[src/rtl/i2cs_pkg.sv]
package i2cs_pkg;

   typedef enum logic [1:0] {
      ST_IDLE    = 2'd0,
      ST_LEAD    = 2'd1,
      ST_HOLDOFF = 2'd2,
      ST_HELD    = 2'd3
   } seq_state_t;

endpackage

[src/rtl/i2cs_sync.sv]
module i2cs_sync #(
   parameter int   STAGES  = 2,
   parameter logic RST_VAL = 1'b1
) (
   input  logic clk,
   input  logic rst_n,
   input  logic d,
   output logic q
);

   if (STAGES < 1) begin : g_bad_stages
      $error("i2cs_sync: STAGES must be at least 1");
   end

   logic [STAGES-1:0] pipe;

   if (STAGES == 1) begin : g_single
      always_ff @(posedge clk or negedge rst_n) begin
         if (!rst_n) pipe <= RST_VAL;
         else        pipe <= d;
      end
   end else begin : g_chain
      always_ff @(posedge clk or negedge rst_n) begin
         if (!rst_n) pipe <= {STAGES{RST_VAL}};
         else        pipe <= {pipe[STAGES-2:0], d};
      end
   end

   assign q = pipe[STAGES-1];

endmodule

[src/rtl/i2cs_baud_cnt.sv]
module i2cs_baud_cnt #(
   parameter int W = 8
) (
   input  logic         clk,
   input  logic         rst_n,
   input  logic         load,
   input  logic         halt,
   input  logic [W-1:0] reload,
   output logic         expire
);

   if (W < 1) begin : g_bad_width
      $error("i2cs_baud_cnt: W must be at least 1");
   end

   localparam logic [W-1:0] ZERO = '0;
   localparam logic [W-1:0] ONE  = W'(1);

   logic [W-1:0] cnt;
   logic         active;

   always_ff @(posedge clk or negedge rst_n) begin
      if (!rst_n) begin
         cnt    <= ZERO;
         active <= 1'b0;
      end else if (load) begin
         cnt    <= reload;
         active <= 1'b1;
      end else if (halt) begin
         active <= 1'b0;
      end else if (active && cnt != ZERO) begin
         cnt <= cnt - ONE;
      end
   end

   assign expire = active && (cnt == ZERO);

   // a running period steps down by exactly one per cycle
   a_r3_count_down: assert property (@(posedge clk) disable iff (!rst_n)
      (active && !load && !halt && cnt != ZERO) |=> (cnt == $past(cnt) - ONE));

   // a load always takes the reload value
   a_r2_load_value: assert property (@(posedge clk) disable iff (!rst_n)
      load |=> (active && cnt == $past(reload)));

endmodule

[src/rtl/i2cs_seq.sv]
module i2cs_seq
   import i2cs_pkg::*;
(
   input  logic clk,
   input  logic rst_n,
   input  logic start_req,
   input  logic sda_s,
   input  logic scl_s,
   input  logic expire,
   input  logic clr_done,
   input  logic clr_coll,
   output logic cnt_load,
   output logic cnt_halt,
   output logic sda_pull,
   output logic start_en,
   output logic start_seen,
   output logic done_flag,
   output logic coll_flag
);

   seq_state_t state, state_nx;
   logic       bus_idle;
   logic       done_set, coll_set;
   logic       pull_set, en_set, en_clr;

   assign bus_idle = sda_s & scl_s;

   always_comb begin
      state_nx = state;
      cnt_load = 1'b0;
      cnt_halt = 1'b0;
      done_set = 1'b0;
      coll_set = 1'b0;
      pull_set = 1'b0;
      en_set   = 1'b0;
      en_clr   = 1'b0;
      unique case (state)
         ST_IDLE: begin
            if (start_req) begin
               if (bus_idle) begin
                  cnt_load = 1'b1;
                  en_set   = 1'b1;
                  state_nx = ST_LEAD;
               end else begin
                  coll_set = 1'b1;
               end
            end
         end
         ST_LEAD: begin
            if (!bus_idle) begin
               coll_set = 1'b1;
               cnt_halt = 1'b1;
               en_clr   = 1'b1;
               state_nx = ST_IDLE;
            end else if (expire) begin
               cnt_load = 1'b1;
               pull_set = 1'b1;
               state_nx = ST_HOLDOFF;
            end
         end
         ST_HOLDOFF: begin
            if (expire) begin
               cnt_halt = 1'b1;
               en_clr   = 1'b1;
               done_set = 1'b1;
               state_nx = ST_HELD;
            end
         end
         default: begin
            state_nx = ST_HELD;
         end
      endcase
   end

   always_ff @(posedge clk or negedge rst_n) begin
      if (!rst_n) begin
         state      <= ST_IDLE;
         sda_pull   <= 1'b0;
         start_en   <= 1'b0;
         start_seen <= 1'b0;
         done_flag  <= 1'b0;
         coll_flag  <= 1'b0;
      end else begin
         state <= state_nx;
         if (pull_set) begin
            sda_pull   <= 1'b1;
            start_seen <= 1'b1;
         end
         if (en_set)      start_en <= 1'b1;
         else if (en_clr) start_en <= 1'b0;
         if (done_set)      done_flag <= 1'b1;
         else if (clr_done) done_flag <= 1'b0;
         if (coll_set)      coll_flag <= 1'b1;
         else if (clr_coll) coll_flag <= 1'b0;
      end
   end

   // SDA is pulled only once the Start has been recorded
   a_r3_pull_after_seen: assert property (@(posedge clk) disable iff (!rst_n)
      sda_pull |-> start_seen);

   // completion drops the enable and keeps SDA low
   a_r4_done_releases_en: assert property (@(posedge clk) disable iff (!rst_n)
      $rose(done_flag) |-> (!start_en && sda_pull));

   // a collision never leaves SDA pulled or the enable set
   a_r6_coll_abort: assert property (@(posedge clk) disable iff (!rst_n)
      $rose(coll_flag) |-> (!sda_pull && !start_en));

   // once held, SDA stays held
   a_r4_pull_sticky: assert property (@(posedge clk) disable iff (!rst_n)
      sda_pull |=> sda_pull);

   // a flag with no set and no clear keeps its value
   a_r8_done_sticky: assert property (@(posedge clk) disable iff (!rst_n)
      (done_flag && !clr_done) |=> done_flag);

   a_r8_coll_sticky: assert property (@(posedge clk) disable iff (!rst_n)
      (coll_flag && !clr_coll) |=> coll_flag);

   // the enable rises only out of idle
   a_r7_en_from_idle: assert property (@(posedge clk) disable iff (!rst_n)
      $rose(start_en) |-> ($past(state) == ST_IDLE));

endmodule

[src/rtl/i2c_start_gen.sv]
module i2c_start_gen #(
   parameter int RELOAD_W    = 8,
   parameter int SYNC_STAGES = 2
) (
   input  logic                clk,
   input  logic                rst_n,
   input  logic                start_req,
   input  logic [RELOAD_W-1:0] reload,
   input  logic                sda_in,
   input  logic                scl_in,
   input  logic                clr_done,
   input  logic                clr_coll,
   output logic                sda_pull,
   output logic                start_en,
   output logic                start_seen,
   output logic                done_flag,
   output logic                coll_flag
);

   if (RELOAD_W < 1 || RELOAD_W > 32) begin : g_bad_reload_w
      $error("i2c_start_gen: RELOAD_W out of range 1..32");
   end
   if (SYNC_STAGES < 1) begin : g_bad_sync
      $error("i2c_start_gen: SYNC_STAGES must be at least 1");
   end

   logic sda_s, scl_s;
   logic cnt_load, cnt_halt, expire;

   i2cs_sync #(.STAGES(SYNC_STAGES), .RST_VAL(1'b1)) u_sync_sda (
      .clk   (clk),
      .rst_n (rst_n),
      .d     (sda_in),
      .q     (sda_s)
   );

   i2cs_sync #(.STAGES(SYNC_STAGES), .RST_VAL(1'b1)) u_sync_scl (
      .clk   (clk),
      .rst_n (rst_n),
      .d     (scl_in),
      .q     (scl_s)
   );

   i2cs_baud_cnt #(.W(RELOAD_W)) u_baud (
      .clk    (clk),
      .rst_n  (rst_n),
      .load   (cnt_load),
      .halt   (cnt_halt),
      .reload (reload),
      .expire (expire)
   );

   i2cs_seq u_seq (
      .clk        (clk),
      .rst_n      (rst_n),
      .start_req  (start_req),
      .sda_s      (sda_s),
      .scl_s      (scl_s),
      .expire     (expire),
      .clr_done   (clr_done),
      .clr_coll   (clr_coll),
      .cnt_load   (cnt_load),
      .cnt_halt   (cnt_halt),
      .sda_pull   (sda_pull),
      .start_en   (start_en),
      .start_seen (start_seen),
      .done_flag  (done_flag),
      .coll_flag  (coll_flag)
   );

endmodule

[config.mk]
export PLATFORM = sky130hd
export DESIGN_NAME = i2c_start_gen
export DESIGN_NICKNAME = d
export VERILOG_FILES = /design/src/rtl/i2cs_pkg.sv /design/src/rtl/i2cs_sync.sv /design/src/rtl/i2cs_baud_cnt.sv /design/src/rtl/i2cs_seq.sv /design/src/rtl/i2c_start_gen.sv
export SDC_FILE = /design/constraint.sdc
export NUM_CORES = 1
export LEC_CHECK = 0
export CORE_ASPECT_RATIO = 0.8
export CORE_MARGIN = 2
export CORE_UTILIZATION = 25
export DETAILED_ROUTE_END_ITERATION = 8
export DONT_BUFFER_PORTS = 1
export PLACE_DENSITY = 0.43
export SYNTH_ARGS = -nofsm -noshare
export SYNTH_HDL_FRONTEND = slang
export SYNTH_SLANG_ARGS = --single-unit
[constraint.sdc]
create_clock -name clk -period 2.07 [get_ports clk]
set_input_delay 0.207 -clock clk [delete_from_list [all_inputs] [get_ports clk]]
set_output_delay 0.207 -clock clk [all_outputs]
set_load 0.01 [all_outputs]
==> metrics.md, run 1 <==
| Metric | Value |
|---|---|
| ANT cells | 0 |
| Root buf cell | clkbuf_8 |
| # IOs | 20 |
| Vias in the first global route | 756 |
| Status | complete, no violations |
| Setup Slack @ Placement | 0.00536 ns |
| Synth area leader | dfrtp_1 |
| DRT met1 WL | 1.23 mm |
| Post-DP Area | 1130 sq um |
| Setup violators final | 0 |
| Register bit total from synthesis | 19 |
| DP HPWL | 1.73 mm |
| Post-CTS Setup Bufs | 0 |
| Drt initial violations | 53 |
| Yosys cell types | 32 |
| First drt pass iteration count | 4 |
| Tcrit/Tclk final | 0.955 |
| Layout net count | 134 |
| DR top layer | met4 |
| Input/output buffers | 0 |
| Final Hold Viols | 0 |
| Gp weighted congestion | 0.773 |
| Area grow syn2layout | 19.1% |
| Cell count after placement | 160 |
| First-pass GRT wire length | 3.84 mm |
| Routed Antenna Nets | 0 |
| Rel. slew slack | 0.410 |
| Setup ws final | 0.0922 ns |
| Ratio of cells with drive above 1 in the final layout | 0.257 |
| Max Clock Freq | 506 MHz |
| Crit path max fanout | 5 |
| Leading post-synthesis cells by cell area | dfrtp_1, dfstp_2, ha_1, a21oi_1, a31oi_1 |
| Post-route minimum period | 1.98 ns |
| Grt ovf | 0 |
| RSZ-0062 raised after global routing | no |
| Clock tree buffer depth | 2 |
| Setup TNS | 0 ns |
| Post-Syn Nets | 121 |
| CP Data Required Time | 2.25 ns |
| Total number of vias | 823 |
| Skew final | 0.000794 ns |
| CTS buffer count | 3 |
| Via density | 4.90 |
| Design area | 1230 sq um |
| Worst slew pin tran | 0.883 ns |
| Pwr Density | 1080 nW/um^2 |
| Crit. End Element | flop |
| Pleak | 0.499 nW |
| Setup CP Type | flop to flop |
| Clk_lat worst skew | 0.25 ns |
| Chip width | 76.0 um |
| Avg Inst Size Synth | 10.3 sq um |
| Rows | 20 |
| Worst hold path type | input pin to flop |
| Setup crit start kind | flop |
| CTS tree | yes |
| Post-Syn Area | 1040 sq um |
| Avg WL per Cell | 14.4 um |
| Maximum VDD drop | 0.275 mV |
| H-tree level count | 1 |
| Register area share after synthesis | 0.463 |
| Met2 WL post-DR | 1.03 mm |
| Met3 wire len | 142 um |
| Antenna violations before repair | 0 |
| Final slew viol count | 0 |
| Routed WL | 2.42 mm |
| Die H | 61.6 um |
| Die footprint | 4680 sq um |
| Total core area | 3880 sq um |
| Total power draw | 1.33 mW |
| Max-cap check violation count | 0 |
| Data arrival, critical path | 2.16 ns |
| Yosys warning count | 0 |
| Initial core utilization | 0.267 |
| Largest net degree at the start of global routing | 20 |
| Clock sinks | 19 |
| CTS clk-pin slew, worst paths | 0.07 ns |
| Synth top area share | 0.362 |
| Cells after Synth | 101 |
| Final Non-Filler Cells | 168 |
| DRC | 0 |
| GRT Util Overall | 0.109 |
==> power by group <==
group | internal, mW | switching [mW] | total [mW]
clock | 0.134 | 0.126 | 0.260
sequential | 0.484 | 0.142 | 0.626
combinational | 0.221 | 0.224 | 0.446
total | 0.839 | 0.492 | 1.33
==> cell usage in the layout, fill, tap and decap left out, types with 2 or more instances in the layout <==
| cell type | instances |
|---|---|
| dlygate4sd3_1 | 3 |
| dfstp_2 | 4 |
| or4_1 | 2 |
| o31ai_1 | 2 |
| nand2b_1 | 3 |
| nand3_1 | 2 |
| o21ai_0 | 7 |
| a21boi_0 | 2 |
| or3_2 | 3 |
| nand4_1 | 2 |
| a31oi_1 | 7 |
| and2_1 | 2 |
| inv_1 | 8 |
| nor4b_2 | 2 |
| dfrtp_1 | 15 |
| buf_4 | 8 |
| clkbuf_8 | 3 |
| ha_1 | 4 |
| mux2i_1 | 2 |
| nand2_1 | 5 |
| a21oi_1 | 11 |
==> worst max-delay path: stages, from the launching register on <==
cell	delay, ns
dfrtp_1	0.37
inv_2	0.06
ha_2	0.20
nor4b_2	0.18
a221o_2	0.44
or4_1	0.47
a31oi_1	0.17
==> sequential cells by signal (all words and copies together) (netlist names), 2 cells and up <==
| register | count |
|---|---|
| u_sync_scl.pipe | 2 |
| u_seq.state | 2 |
| u_sync_sda.pipe | 2 |
| u_baud.cnt | 8 |
==> path summary, 6_finish.rpt <==
check / slack [ns] / depth (start not counted) / start / end
max: 0.09 / 6 / u_baud.cnt[0] / u_baud.cnt[3]
min: 0.05 / 1 / clr_coll / u_seq.coll_flag
max reg2reg: 0.09 / 6 / u_baud.cnt[0] / u_baud.cnt[3]
min reg2reg: 0.36 / 0 / u_sync_sda.pipe[0] / u_sync_sda.pipe[1]
max in group asynchronous: 1.01 / 1 / rst_n / u_baud.cnt[4]
min in group asynchronous: 0.51 / 1 / rst_n / u_baud.cnt[1]
==> stage by stage <==
step	util	hold slack, ns
3_5_place_dp	0.292	-0.0883
3_3_place_gp	0.292	-0.0881
5_1_grt	0.318	0.0473
4_1_cts	0.312	0.0407
6_report	0.318	0.0488
2_1_floorplan	-	-0.0886
==> layer usage <==
metal | track usage | vias to the layer above
met2 | 0.161 | 19
met5 | 0 | -
met4 | 0.0234 | 0
met3 | 0.0381 | 2
met1 | 0.155 | 398
li1 | - | 404
==> cell families (layout without fill, tap and decap cells) <==
logic type / after synthesis / in the layout / share of synthesized area
AO/OA/AOI/OAI: 33 / 34 / 0.191
buffers and inverters: 13 / 24 / 0.0651
adder cells (fa/ha/maj): 5 / 5 / 0.0603
multiplexers: 4 / 4 / 0.0446
flip-flops: 19 / 19 / 0.463
XOR/XNOR: 1 / 1 / 0.00845
AND/OR/NAND/NOR: 26 / 26 / 0.168
==> synthesized netlist by cell type (all sizes together) <==
master   count
or3b         1
a21oi       11
a221oi       1
nand3        2
dfstp        4
nor3         1
o31ai        2
buf          3
a21boi       2
nand2b       3
nor4b        3
clkbuf       1
o22ai        1
or3          3
dfrtp       15
nand2        5
mux2i        2
o2111ai      1
xnor2        1
ha           5
mux2         2
o21ai        7
a31oi        7
inv          9
or4          2
a221o        1
nor4         1
nand4        3
and2         2
==> timing repair <==
action | 4_1_cts | 5_1_grt
endpoints found under the setup margin | 2 | 8
resized for setup | 1 | 4
hold buffers | 3 | 0
cloned | 0 | 1
hold endpoints to repair | 21 | 0
pin swaps | 0 | 2
==> cell type report <==
class,count,area (sq um)
Clock buffer,3,41.3
Clock inverter,1,5.00
Fill cell,401,2640
Inverter,9,33.8
Multi-Input combinational cell,70,515
Sequential cell,19,480
Tap cell,55,68.8
Timing Repair Buffer,11,90.1
(Power assumes the default switching activity.)
==> run 2, diff against run 1 <==
Settings changed: CORE_ASPECT_RATIO 0.8 to 1.2, CTS_BUF_LIST set to sky130_fd_sc_hd__clkbuf_16.
==> metrics.md, run 2 (synthesis results as in run 1) <==
| Metric | Value |
|---|---|
| Setup crit start kind | flop |
| Die footprint | 4680 sq um |
| Tcrit/Tclk final | 0.966 |
| Delay-heaviest family, CP | simple AND/OR/NAND/NOR gates |
| Chip width | 62.8 um |
| H-tree level count | 1 |
| Cell-by-cell trace of the critical path | inv_2, ha_2, nor4b_2, a221o_2, or4_1, a31oi_1 |
| Rel. slew slack | 0.406 |
| Worst hold start | clr_coll |
| First-pass GRT wire length | 3.88 mm |
| Input/output buffers | 0 |
| Worst hold path type | input pin to flop |
| Data arrival, critical path | 2.18 ns |
| CP Data Required Time | 2.25 ns |
| Post-route minimum period | 2.00 ns |
| DP HPWL | 1.73 mm |
| Setup CP Type | flop to flop |
| Drt initial violations | 11 |
| Pwr Density | 1170 nW/um^2 |
| Max Clock Freq | 500 MHz |
| Clock tree buffer depth | 2 |
| Max incr delay on CP | 0.50 ns |
| Via density | 4.89 |
| ANT cells | 0 |
| Gp weighted congestion | 0.859 |
| Total core area | 3970 sq um |
| Rows | 25 |
| Total power draw | 1.48 mW |
| Antenna violations before repair | 0 |
| # IOs | 20 |
| Final slew viol count | 0 |
| Crit. End Element | flop |
| DRC | 0 |
| Layout net count | 135 |
| Grt ovf | 0 |
| Vias in the first global route | 804 |
| Avg WL per Cell | 14.7 um |
| CP Buf/Inv Count | 1 |
| Worst slew pin tran | 0.888 ns |
| Clk_lat worst skew | 0.25 ns |
| Largest Register | u_baud.cnt |
| Skew final | 0.00429 ns |
| Maximum VDD drop | 0.492 mV |
| Area grow syn2layout | 22.4% |
| Root buf cell | clkbuf_16 |
| Setup TNS | 0 ns |
| Max-cap check violation count | 0 |
| Status | complete, no violations |
| Ratio of cells with drive above 1 in the final layout | 0.272 |
| Total number of vias | 821 |
| CTS tree | yes |
| Setup Slack @ Placement | -0.0195 ns |
| CTS buffer count | 3 |
| Crit path max fanout | 6 |
| Setup ws final | 0.0697 ns |
| Routed Antenna Nets | 0 |
| Setup violators final | 0 |
| Commonest non-fill, non-tap cells in the layout | dfrtp_1, a21oi_1, buf_4, inv_1 |
| Final Hold Viols | 0 |
| CTS clk-pin slew, worst paths | 0.06 ns |
| Slowest cell on the critical path | or4_1 |
| Die H | 74.6 um |
| Initial core utilization | 0.261 |
| Critical Path Source | u_baud.cnt[0] |
| Routed WL | 2.47 mm |
| GRT Util Overall | 0.110 |
| First drt pass iteration count | 4 |
| Largest register FFs | 8 |
| Commonest non-fill, non-tap cell in the layout | dfrtp_1 |
| Worst reg2reg path startpoint | u_baud.cnt[0] |
| Largest net degree at the start of global routing | 20 |
| Pleak | 0.519 nW |
| Clock sinks | 19 |
==> run 2: cell types whose count changed in the layout (fill, tap and decap cells not counted), sizes merged <==
cell | previous run | this run
a221o | 2 | 1
buf | 8 | 9
clkbuf | 3 | 4
==> run 2: final timing paths <==
check / to / slack (ns) / cells past startpoint
min: u_seq.coll_flag / 0.05 / 1
max reg2reg: u_baud.cnt[7] / 0.07 / 6
max: u_baud.cnt[7] / 0.07 / 6
min in group asynchronous: u_baud.cnt[1] / 0.52 / 1
max in group asynchronous: u_baud.active / 1.00 / 1
min reg2reg: u_sync_scl.pipe[1] / 0.35 / 0
==> run 2: cell type report <==
type	instances	area [sq um]
timing repair buffer	13	103
tap	54	67.6
clock inverter	1	5.00
sequential	19	480
inverter	9	33.8
multi-input combinational	69	505
clock buffer	3	75.1
fill	418	2700
==> run 2: per-stage QoR <==
step | util | cells | area [sq um] | hold WS [ns]
6_report | 0.320 | 168 | 1270 | 0.0524
5_1_grt | 0.320 | 168 | 1270 | 0.0446
2_1_floorplan | - | 101 | 1040 | -0.0886
3_3_place_gp | 0.285 | 159 | 1130 | -0.0879
3_5_place_dp | 0.285 | 159 | 1130 | -0.0878
4_1_cts | 0.313 | 166 | 1240 | 0.0476
==> run 2: repair_timing <==
item                                    4_1_cts  5_1_grt
hold endpoints to repair                     21        0
hold buffers                                  3        0
resized for setup                             1        4
endpoints found under the setup margin        2       11
pin swaps                                     0        1
setup buffers                                 0        2
==> run 2: worst reg2reg max path: cells and delay by family (launching register included) <==
family | cells | cell delay (ns)
fa+ha+maj | 1 | 0.20
buf+inv | 1 | 0.06
simple gates | 2 | 0.68
compound gates | 2 | 0.62
flops | 1 | 0.37
==> run 2: report_power, final <==
| group | leakage (nW) | switching (mW) | internal, mW |
|---|---|---|---|
| Combinational | 0.258 | 0.224 | 0.228 |
| Sequential | 0.220 | 0.133 | 0.485 |
| Clock | 0.0409 | 0.151 | 0.260 |
| Total | 0.519 | 0.509 | 0.973 |
==> run 2: metal layers <==
metal,global-route usage,part of all wire
met2,0.194,0.50
met3,0.0272,0.051
met4,0.0543,0.036
met5,0,0
met1,0.127,0.41
==> run 3, diff against run 2 <==
Settings changed: CORE_MARGIN 2 to unset.
==> metrics.md, run 3 (synthesis results as in run 1) <==
| Metric | Value |
|---|---|
| Die footprint | 4410 sq um |
| Post-CTS Setup Bufs | 0 |
| Input/output buffers | 0 |
| R2R Setup Slk | 0.09 ns |
| Max-cap check violation count | 0 |
| Final Hold Viols | 0 |
| Die H | 72.6 um |
| Largest register FFs | 8 |
| Tcrit/Tclk final | 0.955 |
| Largest Register | u_baud.cnt |
| Setup crit start kind | flop |
| Setup ws final | 0.0935 ns |
| Pleak | 0.510 nW |
| Layout net count | 133 |
| Rel. slew slack | 0.403 |
| Ratio of cells with drive above 1 in the final layout | 0.232 |
| Pwr Density | 1150 nW/um^2 |
| Clock tree buffer depth | 2 |
| Total number of vias | 825 |
| Maximum VDD drop | 0.422 mV |
| Cell count after placement | 158 |
| Total core area | 3970 sq um |
| Fill cell count | 436 |
| Chip width | 60.8 um |
| Cell Int Power | 0.951 mW |
| # IOs | 20 |
| Crit path max fanout | 5 |
| CTS tree | yes |
| Data arrival, critical path | 2.15 ns |
| DRC | 0 |
| Worst hold path type | input pin to flop |
| Clk_lat worst skew | 0.25 ns |
| Post-route minimum period | 1.98 ns |
| CP Buf/Inv Count | 1 |
| DP HPWL | 1.70 mm |
| Initial core utilization | 0.261 |
| Gate power share | 0.299 |
| Routed Antenna Nets | 0 |
| Cell-by-cell trace of the critical path | inv_2, ha_2, nor4b_2, a221o_2, or4_1, a31oi_1 |
| Commonest non-fill, non-tap cell in the layout | dfrtp_1 |
| Worst slew pin tran | 0.892 ns |
| Final Non-Filler Cells | 166 |
| CTS buffer count | 3 |
| CP Data Required Time | 2.25 ns |
| Routed WL | 2.37 mm |
| Setup Slack @ Placement | -0.0178 ns |
| Delay-heaviest family, CP | simple AND/OR/NAND/NOR gates |
| H-tree level count | 1 |
| Switching Fraction | 0.342 |
| Clock power share | 0.273 |
| Gp weighted congestion | 0.799 |
| Root buf cell | clkbuf_16 |
| Crit. End Element | flop |
| Grt ovf | 0 |
| Vias in the first global route | 875 |
| CTS clk-pin slew, worst paths | 0.06 ns |
| Status | complete, no violations |
| Area grow syn2layout | 20.7% |
| RSZ-0062 raised after global routing | no |
| Setup CP Type | flop to flop |
| Clock sinks | 19 |
| Avg WL per Cell | 14.3 um |
| NetSw | 0.494 mW |
| ANT cells | 0 |
| Skew final | 0.00422 ns |
| GRT Util Overall | 0.122 |
| Final slew viol count | 0 |
| Drt initial violations | 11 |
| Sequential fraction of design power | 0.428 |
| Max incr delay on CP | 0.48 ns |
| Max Clock Freq | 506 MHz |
| Rows | 25 |
| Antenna violations before repair | 0 |
| Slowest cell on the critical path | or4_1 |
| Final design utilization | 0.315 |
| Via density | 4.97 |
| Largest net degree at the start of global routing | 20 |
| Setup violators final | 0 |
| First drt pass iteration count | 4 |
| Commonest non-fill, non-tap cells in the layout | dfrtp_1, a21oi_1, inv_1 |
| First-pass GRT wire length | 3.93 mm |
## run 3: changes by cell type in the layout (fill, tap and decap cells not counted), sizes merged
cell,change
buf,-2
inv,+1
clkbuf,-1
clkinv,-1
a221o,+1
## run 3: area by class of cell
| class | count | area (sq um) | share of cell area |
|---|---|---|---|
| Inverter | 9 | 33.8 | 0.0270 |
| Tap cell | 54 | 67.6 | 0.0539 |
| Multi-Input combinational cell | 70 | 509 | 0.407 |
| Sequential cell | 19 | 480 | 0.384 |
| Clock inverter | 1 | 3.75 | 0.00300 |
| Clock buffer | 3 | 75.1 | 0.0599 |
| Timing Repair Buffer | 10 | 82.6 | 0.0659 |
## run 3: per-layer routing
metal  wire length [um]  global-route usage  share of wire
met5                  0                   0              0
met4                 38              0.0707          0.016
met1               1000               0.147           0.42
met2               1230               0.193           0.52
met3                 92              0.0303          0.039
## run 3: worst paths after layout
kind,startpoint,to,cells past startpoint
worst max-delay path,u_baud.cnt[0],u_baud.cnt[3],6
worst min-delay path,clr_coll,u_seq.coll_flag,1
worst max register to register,u_baud.cnt[0],u_baud.cnt[3],6
worst min register to register,u_sync_sda.pipe[0],u_sync_sda.pipe[1],0
max in group asynchronous,rst_n,u_seq.done_flag,1
min in group asynchronous,rst_n,u_baud.cnt[1],1
## run 3: worst register-to-register path, stage by stage, from the launching register on
cell	delay, ns
dfrtp_1	0.37
inv_2	0.06
ha_2	0.20
nor4b_2	0.18
a221o_2	0.44
or4_1	0.48
a31oi_1	0.17
## run 3: power groups by stage
stage          Combinational [mW]  Sequential (mW)  Clock [mW]
2_1_floorplan               0.324            0.580           0
3_3_place_gp                0.387            0.613           0
3_5_place_dp                0.396            0.611           0
4_1_cts                     0.412            0.608       0.409
5_1_grt                     0.490            0.637       0.423
6_report                    0.432            0.618       0.395
## run 3: timing repair
item,in CTS,in global routing
hold buffers,3,0
endpoints found under the hold margin,21,0
endpoints found under the setup margin,2,8
resized for setup,1,3
gates cloned,0,1
pin swaps,0,2
## run 3: metrics by stage
stage,setup TNS (ns),total power [mW],hold slack [ns],instance area (sq um)
5_1_grt,0,1.55,0.0495,1250
3_5_place_dp,-0.0198,1.01,-0.0880,1120
3_3_place_gp,0,1.00,-0.0879,1120
2_1_floorplan,0,0.904,-0.0886,1040
4_1_cts,0,1.43,0.0533,1230
6_report,0,1.44,0.0586,1250
